### src/rtl/rtc_shadow_pkg.sv
package rtc_shadow_pkg;

    localparam int unsigned REG_COUNT  = 8;
    localparam int unsigned TIME_BYTES = REG_COUNT - 1;
    localparam int unsigned BYTE_W     = 8;
    localparam int unsigned TIME_W     = TIME_BYTES * BYTE_W;
    localparam int unsigned IDX_W      = $clog2(REG_COUNT);

    // control byte positions
    localparam int unsigned CTL_WHALT = 7;
    localparam int unsigned CTL_RHALT = 6;
    localparam int unsigned CTL_SIGN  = 5;

    // time byte indices (address offset minus one)
    localparam int unsigned TB_SEC  = 0;
    localparam int unsigned TB_DAY  = 3;
    localparam int unsigned TB_DATE = 4;

    localparam int unsigned BL_BIT  = 6;

    typedef struct packed {
        logic       whalt;
        logic       rhalt;
        logic       sign;
        logic [4:0] mag;
    } ctl_t;

    // bits owned by the calendar counter
    function automatic logic [7:0] ctr_mask(input int unsigned t);
        case (t)
            0:       return 8'h7F;
            1:       return 8'h7F;
            2:       return 8'h3F;
            3:       return 8'h17;
            4:       return 8'h3F;
            5:       return 8'h1F;
            default: return 8'hFF;
        endcase
    endfunction

    // flags owned by software, writable at any time
    function automatic logic [7:0] user_mask(input int unsigned t);
        case (t)
            0:       return 8'h80;
            3:       return 8'h60;
            4:       return 8'h80;
            default: return 8'h00;
        endcase
    endfunction

    function automatic logic [7:0] reset_value(input int unsigned t);
        return (t == 0) ? 8'h80 : 8'h00;
    endfunction

endpackage

### src/rtl/rtc_addr_decode.sv
module rtc_addr_decode
    import rtc_shadow_pkg::*;
#(
    parameter int unsigned ADDR_W = 13
) (
    input  logic [ADDR_W-1:0] addr,
    output logic              hit,
    output logic [IDX_W-1:0]  idx
);
    localparam logic [ADDR_W-1:0] WIN_BASE = ADDR_W'((1 << ADDR_W) - REG_COUNT);

    assign hit = (addr >= WIN_BASE);
    assign idx = addr[IDX_W-1:0];
endmodule

### src/rtl/rtc_ctrl_reg.sv
module rtc_ctrl_reg
    import rtc_shadow_pkg::*;
(
    input  logic       clk,
    input  logic       rst,
    input  logic       wr,
    input  logic [7:0] wdata,
    output ctl_t       ctl,
    output logic       load_pulse
);
    ctl_t ctl_q;
    logic load_q;

    always_ff @(posedge clk) begin
        if (rst) begin
            ctl_q  <= '0;
            load_q <= 1'b0;
        end else if (wr) begin
            ctl_q  <= ctl_t'(wdata);
            load_q <= ctl_q.whalt & ~wdata[CTL_WHALT];
        end else begin
            load_q <= 1'b0;
        end
    end

    assign ctl        = ctl_q;
    assign load_pulse = load_q;

    p_commit_edge_r6: assert property (@(posedge clk) disable iff (rst)
        load_q |-> ($past(ctl_q.whalt) && !ctl_q.whalt));

    p_commit_single_r6: assert property (@(posedge clk) disable iff (rst)
        load_q |=> !load_q);
endmodule

### src/rtl/rtc_shadow_bank.sv
module rtc_shadow_bank
    import rtc_shadow_pkg::*;
(
    input  logic                  clk,
    input  logic                  rst,
    input  logic                  tick,
    input  logic [TIME_W-1:0]     cnt_time,
    input  logic                  halt,
    input  logic                  unlock,
    input  logic [TIME_BYTES-1:0] wr_hit,
    input  logic [7:0]            wdata,
    output logic [TIME_W-1:0]     time_bus
);
    logic [TIME_BYTES-1:0][7:0] time_q;

    for (genvar t = 0; t < TIME_BYTES; t++) begin : g_byte
        localparam logic [7:0] CM = ctr_mask(t);
        localparam logic [7:0] UM = user_mask(t);
        logic [7:0] nxt;
        logic [7:0] wmask;

        always_comb begin
            nxt = time_q[t];
            if (tick && !halt) begin
                nxt = (cnt_time[BYTE_W*t +: BYTE_W] & CM) | (time_q[t] & UM);
            end
            wmask = UM | (unlock ? CM : 8'h00);
            if (wr_hit[t]) begin
                nxt = (nxt & ~wmask) | (wdata & wmask);
            end
        end

        always_ff @(posedge clk) begin
            if (rst) time_q[t] <= reset_value(t);
            else     time_q[t] <= nxt;
        end

        assign time_bus[BYTE_W*t +: BYTE_W] = time_q[t];

        p_tick_load_r3: assert property (@(posedge clk) disable iff (rst)
            (tick && !halt) |=> ((time_q[t] & CM) == ($past(cnt_time[BYTE_W*t +: BYTE_W]) & CM)));

        p_zero_fields_r10: assert property (@(posedge clk) disable iff (rst)
            (time_q[t] & ~(CM | UM)) == 8'h00);
    end

    p_halt_hold_r4: assert property (@(posedge clk) disable iff (rst)
        (halt && (wr_hit == '0)) |=> $stable(time_q));
endmodule

### src/rtl/rtc_shadow_port.sv
module rtc_shadow_port
    import rtc_shadow_pkg::*;
#(
    parameter int unsigned ADDR_W = 13
) (
    input  logic              clk,
    input  logic              rst,
    input  logic              cs,
    input  logic              we,
    input  logic              oe,
    input  logic [ADDR_W-1:0] addr,
    input  logic [7:0]        wdata,
    output logic [7:0]        rdata,
    output logic              mem_sel,
    input  logic [7:0]        mem_rdata,
    input  logic              tick,
    input  logic [55:0]       cnt_time,
    output logic              load_pulse,
    output logic [55:0]       load_time,
    output logic              cal_sign,
    output logic [4:0]        cal_mag,
    output logic              osc_stop,
    output logic              freq_test,
    output logic              century_en,
    output logic              batt_low_en,
    input  logic              batt_low_in
);
    logic                  hit;
    logic [IDX_W-1:0]      idx;
    logic                  wr_en;
    logic                  rd_en;
    ctl_t                  ctl;
    logic [TIME_W-1:0]     time_bus;
    logic [TIME_BYTES-1:0] wr_hit;
    logic [7:0]            view [REG_COUNT];

    rtc_addr_decode #(.ADDR_W(ADDR_W)) u_dec (
        .addr (addr),
        .hit  (hit),
        .idx  (idx)
    );

    assign wr_en = cs & we;
    assign rd_en = cs & oe & ~we;

    rtc_ctrl_reg u_ctl (
        .clk        (clk),
        .rst        (rst),
        .wr         (wr_en & hit & (idx == '0)),
        .wdata      (wdata),
        .ctl        (ctl),
        .load_pulse (load_pulse)
    );

    for (genvar t = 0; t < TIME_BYTES; t++) begin : g_wr
        assign wr_hit[t] = wr_en & hit & (idx == IDX_W'(t + 1));
    end

    rtc_shadow_bank u_bank (
        .clk      (clk),
        .rst      (rst),
        .tick     (tick),
        .cnt_time (cnt_time),
        .halt     (ctl.whalt | ctl.rhalt),
        .unlock   (ctl.whalt),
        .wr_hit   (wr_hit),
        .wdata    (wdata),
        .time_bus (time_bus)
    );

    assign view[0] = ctl;
    for (genvar t = 0; t < TIME_BYTES; t++) begin : g_view
        if (t == TB_DATE) begin : g_bl
            assign view[t+1] = time_bus[BYTE_W*t +: BYTE_W] | (8'(batt_low_in) << BL_BIT);
        end else begin : g_plain
            assign view[t+1] = time_bus[BYTE_W*t +: BYTE_W];
        end
    end

    assign rdata   = !rd_en ? 8'h00 : (hit ? view[idx] : mem_rdata);
    assign mem_sel = cs & ~hit;

    assign load_time   = time_bus;
    assign cal_sign    = ctl.sign;
    assign cal_mag     = ctl.mag;
    assign osc_stop    = time_bus[BYTE_W*TB_SEC  + 7];
    assign freq_test   = time_bus[BYTE_W*TB_DAY  + 6];
    assign century_en  = time_bus[BYTE_W*TB_DAY  + 5];
    assign batt_low_en = time_bus[BYTE_W*TB_DATE + 7];

    p_bl_follows_input_r11: assert property (@(posedge clk) disable iff (rst)
        (rd_en && hit && idx == IDX_W'(TB_DATE + 1)) |-> (rdata[BL_BIT] == batt_low_in));

    p_load_after_clear_r6: assert property (@(posedge clk) disable iff (rst)
        $rose(load_pulse) |-> $past(wr_en && hit && idx == '0));
endmodule

### config.mk
export PLATFORM = sky130hd
export DESIGN_NAME = rtc_shadow_port
export DESIGN_NICKNAME = d
export VERILOG_FILES = /design/src/rtl/rtc_shadow_pkg.sv /design/src/rtl/rtc_addr_decode.sv /design/src/rtl/rtc_ctrl_reg.sv /design/src/rtl/rtc_shadow_bank.sv /design/src/rtl/rtc_shadow_port.sv
export SDC_FILE = /design/constraint.sdc
export NUM_CORES = 1
export LEC_CHECK = 0
export BUFFER_PORTS_ARGS = -buffer_cell sky130_fd_sc_hd__buf_4
export CORE_MARGIN = 2
export CORE_UTILIZATION = 25
export CTS_CLUSTER_DIAMETER = 30
export CTS_CLUSTER_SIZE = 20
export DETAILED_ROUTE_END_ITERATION = 16
export GPL_TIMING_DRIVEN = 0
export HOLD_SLACK_MARGIN = 0.08
export PLACE_DENSITY = 0.6
export SKIP_LAST_GASP = 1
export SLEW_MARGIN = 25
export SYNTH_ARGS = -nofsm -noshare
export SYNTH_HDL_FRONTEND = slang
export SYNTH_SLANG_ARGS = --single-unit
### constraint.sdc
create_clock -name clk -period 2.35 [get_ports clk]
set_input_delay 0.3525 -clock clk [delete_from_list [all_inputs] [get_ports clk]]
set_output_delay 0.3525 -clock clk [all_outputs]
set_load 0.05 [all_outputs]
After elaboration in Yosys (flattened, before gate mapping)
Cells that the tools add are included.
{"block": "word_totals", "reg_bits": 65, "inputBits": 92, "output_inout_bits": 76, "word_cells": 101}
{"block": "classes", "n_lt_le_gt_ge": 2, "eq_ne": 7, "n_mux": 24, "bitwise_logic": 52, "n_reduce_logical": 4}
{"cell": "8-bit 2-to-1 mux", "count": 19}
{"cell": "8-bit AND", "count": 14}
{"cell": "8-bit NOT", "count": 7}
{"cell": "8-bit bitwise OR", "count": 7}
{"cell": "8-bit binary-select mux with 3-bit select", "count": 1}
{"cell": "1-bit AND", "count": 14}
{"cell": "13-bit >= comparator, second input constant", "count": 1}
{"cell": "3-bit equality test, second input constant", "count": 4}
{"cell": "5-bit 2-to-1 mux", "count": 2}
{"cell": "6-bit by 8-bit bitwise OR with 8-bit output", "count": 1}
{"cell": "7-bit by 8-bit bitwise OR with 8-bit output", "count": 1}
{"cell": "8-bit by 7-bit bitwise OR with 8-bit output", "count": 1}
{"cell": "7-bit 2-to-1 mux", "count": 1}
{"cell": "5-bit by 7-bit bitwise OR with 7-bit output", "count": 1}
{"cell": "3-bit by 2-bit equality test with 1-bit output, second input constant", "count": 2}
{"cell": "6-bit 2-to-1 mux", "count": 1}
{"cell": "4-bit >= comparator, second input constant", "count": 1}
{"cell": "1-bit NOT", "count": 4}
{"cell": "3-bit NOT with 4-bit output", "count": 1}
{"cell": "3-bit by 1-bit equality test with 1-bit output, second input constant", "count": 1}
{"cell": "3-bit zero test", "count": 1}
{"cell": "2-bit OR reduction", "count": 1}
{"cell": "1-bit logical AND", "count": 1}
{"cell": "1-bit zero test", "count": 1}
{"cell": "1-bit bitwise OR", "count": 1}

Depth between registers and ports, before layout
{"block": "logic_depth", "word_depth": 7, "mapped_depth": 7}

Cells and area by module
From an unflattened synthesis, not the netlist that was laid out.
{"block": "unflattened", "hier_cells": 410, "hier_area_um2": 3288.2}
{"mod": "rtc_shadow_bank", "instances": 1, "cells_each": 267, "area_each_um2": 2109.5, "seq_area_each_um2": 940.9}
{"mod": "rtc_shadow_port", "instances": 1, "cells_each": 107, "area_each_um2": 814.5, "seq_area_each_um2": 0.0}
{"mod": "rtc_ctrl_reg", "instances": 1, "cells_each": 29, "area_each_um2": 315.3, "seq_area_each_um2": 180.2}
{"mod": "rtc_addr_decode", "instances": 1, "cells_each": 7, "area_each_um2": 48.8, "seq_area_each_um2": 0.0}

Worst setup path before layout
OpenSTA, ideal clock, no wires.
{"block": "synth_timing", "kind": "in2out", "start": "input port addr[0]", "end": "output port rdata[5]", "arrival_time_ns": 2.078, "required_ns": 1.997, "path_slack_ns": -0.080, "cell_stages": 6, "path_buffers": 3, "path_cell_list": "buf_2 buf_2 buf_2 a221oi_1 o21bai_1 a21oi_1"}
{"block": "synth_between", "elab_chain_cells": 6, "elab_cells_between_ends": 7, "cone_classes": "order compare (1); mux (5); bitwise (1)"}
{"element": "from (decl)", "line_no": "rtc_shadow_port.sv:11", "text": "input logic [ADDR_W-1:0] addr,"}
{"element": "branches (longest 4 deep; another with 13-bit >= comparator)"}
{"element": "8-bit 2-to-1 mux * (2 in series)", "line_no": "rtc_shadow_port.sv:80", "text": "assign rdata = !rd_en ? 8'h00 : (hit ? view[idx] : mem_rdata);"}
{"element": "to (decl)", "line_no": "rtc_shadow_port.sv:13", "text": "output logic [7:0] rdata,"}
Every way passes the cells marked *. The select of a mux whose other input is x is not followed.

Worst setup path after layout
{"block": "layout_timing", "start": "input port addr[1]", "end": "output port rdata[2]"}
Same word-level chain as after synthesis.

==> summary.md <==
| Metric | Value |
|---|---|
| Comb power frac | `26.5%` |
| Wirelength, routed | `approximately 14000 µm` |
| Nets@finish | `618` |
| First-pass DRT Iterations | `5` |
| Grt ovf | `0` |
| CP Launch Type | `input pin` |
| Syn Std Cell Area | `3510 µm²` |
| Multiplexer share of the synthesized area | `24.0%` |
| Top-Level Pins | `168` |
| CP Data Required Time | `around 2000 ps` |
| Hold path start | `rst` |
| Clk pwr share | `33.5%` |
| Initial antenna violation count | `0` |
| Post-Synth Adder-Cell Area | `0%` |
| P_sw | `0.000814 W` |
| Deepest clock path buffer count | `2` |
| Crit Path Category | `in -> out` |
| EDFF count, synth | `0` |
| Final Max Tran Viols | `0` |
| Residual DRC | `0` |
| Ys async rst share | `0%` |
| Setup slack, reg-to-reg | `340 ps` |
| Synthesized-area fraction occupied by and/or/nand/nor cells | `17.0%` |
| Placer Congestion | `just under 0.9` |
| Final std cell area, no fill | `5020 µm²` |
| Max FO, Critical Path | `10` |
| Top cell type's share of synthesized area | `32.0%` |
| Final clock skew | `7.04 ps` |
| Final-report hold violation count | `0` |
| Largest family of logic cells by synthesized area | `multiplexers` |
| Die H | `122 µm` |
| Core Footprint | `13800 µm²` |
| Num CTS Buffers | `5` |
| Sequential Power Share | `40.0%` |
| Peak Freq | `0.436 GHz` |
| First-pass GRT wire length | `20200 µm` |
| Vias | `3568` |
| DP Area | `4810 µm²` |
| DR iter-0 viols | `171` |
| Vias in the first global route | `3446` |
| IO Port Bufs | `139` |
| Most common cell in the netlist | `dfxtp_1` |
| Setup ws final | `54.2 ps` |
| FP Rows | `43` |
| Ys flop type | `dfxtp_1` |
| Leak pwr | `2.18 nW` |
| Critical path launch point | `addr[1]` |
| Fillers | `1406` |
| Final Critical Period | `2300 ps` |
| P_int | `0.00176 W` |
| Largest net degree at the start of global routing | `18` |
| RSZ-0062 raised after global routing | `yes` |
| Worst skew pair latency | `300 ps` |
| WP data arrival | `1940 ps` |
| Yosys reg bits | `56` |
| MaxCap Viol Count | `0` |
| DP HPWL | `10700 µm` |
| Leading post-synthesis cells by instance count | `56 x dfxtp_1, 50 x nor2_1, 48 x mux2i_1` |
| Synth warn | `0` |
| Slew @ Worst Pin | `between 900 and 1000 ps` |
| Finish-stage setup viols | `0` |
| Status | `completed` |
| Max VDD drop | `295 µV` |
| DRT antenna net count | `0` |
| Vias per cell | `just over 5` |
| Syn avg cell area | `9.50 µm²` |
| Register area share after synthesis | `32.0%` |
| RR Startpoint | `u_ctl.ctl[7]` |
| Compound-gate portion of the synthesized area | `17.0%` |
| Layout cells sized above 1 | `46.5%` |
| Synth Area in XOR/XNOR | `0%` |
| Reg clk slew, reported paths | `70 ps` |
| Clock H-tree levels | `2` |
| Clk root buf | `clkbuf_16` |
| Mapped Cells | `369` |
| Hold Crit Class | `in -> reg` |
| Max_slew headroom | `34.0%` |
| Area Growth Syn to Fin | `43.3%` |
| WL per Instance | `between 15 and 20 µm` |
| Switch share | `between 30% and 40%` |
| Yosys cell types | `39` |
| Starting Density | `25.5%` |
| Antenna diodes | `0` |
| Pwr Density | `513 nW/µm²` |
| Die width | `122 µm` |
| Setup WS pre-CTS | `-624 ps` |
| Fin crit share | `about 98%` |
| GRT Overall Usage | `between 15 and 20%` |
| Area contributors post-synth | `dfxtp_1 32%, mux2i_1 14%, a211oi_2 7.9%` |
| Die ar. | `between 10000 and 15000 µm²` |
| CTS tree | `done` |
| Critical path endpoint category | `primary output` |
| Clock Sink Count | `56` |
| Number of hold buffers added after CTS | `0` |
| Largest area contributor in the netlist | `dfxtp_1` |
## stage by stage
step,power [W],TNS (ps),hold WS (ps),cells,util [%]
detailed placement,0.00173,-3430,492,696,34.9
global placement,0.00172,-3430,481,696,34.9
CTS,0.00259,-26.5,343,704,36.3
floorplan,0.00146,-288,460,377,-
global route,0.00266,-87.0,363,707,36.5
finish,0.00258,0,346,707,36.5
## sequential cells by signal, indices dropped and copies added, names as in the netlist
signal,flops
u_bank.time_bus,47
u_ctl.ctl,8
u_ctl.load_pulse,1
## power groups by stage
stage	clock [W]	sequential (W)	combinational, W
6_report	0.000864	0.00103	0.000683
5_1_grt	0.000909	0.00104	0.000714
4_1_cts	0.000876	0.00103	0.000682
3_5_place_dp	0	0.00105	0.000678
3_3_place_gp	0	0.00105	0.000671
2_1_floorplan	0	0.00119	0.000273
## cells in the final DEF, fill, tap and decap left out, types with 8 or more instances in the layout
cell,netlist,final
buf_2,18,14
dfxtp_1,56,56
buf_4,19,163
mux2_2,12,12
a211oi_2,22,22
a21oi_1,10,9
mux4_2,10,10
o21ai_0,18,18
clkbuf_1,8,8
a211oi_1,12,12
nand3_1,10,10
nor2_1,50,50
mux2i_1,48,48
conb_1,1,9
nand2_1,17,17
## final cells by class
cell class | count | area (µm²) | area share [%]
buffer | 54 | 357 | 7.10
clock buffer | 5 | 125 | 2.49
clock inverter | 3 | 42.5 | 0.847
inverter | 2 | 7.51 | 0.149
multi-input combinational | 265 | 2080 | 41.4
sequential | 56 | 1120 | 22.3
tap | 180 | 225 | 4.48
timing repair buffer | 142 | 1070 | 21.2
## metal layers
layer	global-route usage [%]	wire length, µm	up-vias	part of all wire [%]
met1	23.9	5820	1713	42
met5	0	0	-	0
met4	4.53	285	0	2.0
met3	4.37	1300	18	9.3
li1	-	-	1649	-
met2	29.8	6570	188	47
## critical path, cell delays in order
cell      delay (ps)
buf_2            190
clkbuf_4         290
buf_4            260
mux4_2           220
nand2_1           60
a31oi_1          300
buf_4            260
## repair_timing
item / 4_1_cts / 5_1_grt
resized for setup: 5 / 2
setup buffers: 0 / 3
pin swaps: 0 / 1
endpoints found under the setup margin: 8 / 7
## path summary, 6_finish.rpt
kind                         endpoint  cells past startpoint
hold reg to reg          u_ctl.ctl[1]                      2
setup / recovery             rdata[2]                      7
setup reg to reg  u_bank.time_bus[25]                      7
hold / removal    u_bank.time_bus[29]                      3
## logic make-up (layout without fill, tap and decap cells)
logic type             after synthesis  count (layout)
AND/OR/NAND/NOR                    112             112
buffers and inverters               56             206
multiplexers                        70              70
other                                1               9
AO/OA/AOI/OAI                       74              74
flip-flops                          56              56
(Power assumes the default switching activity.)
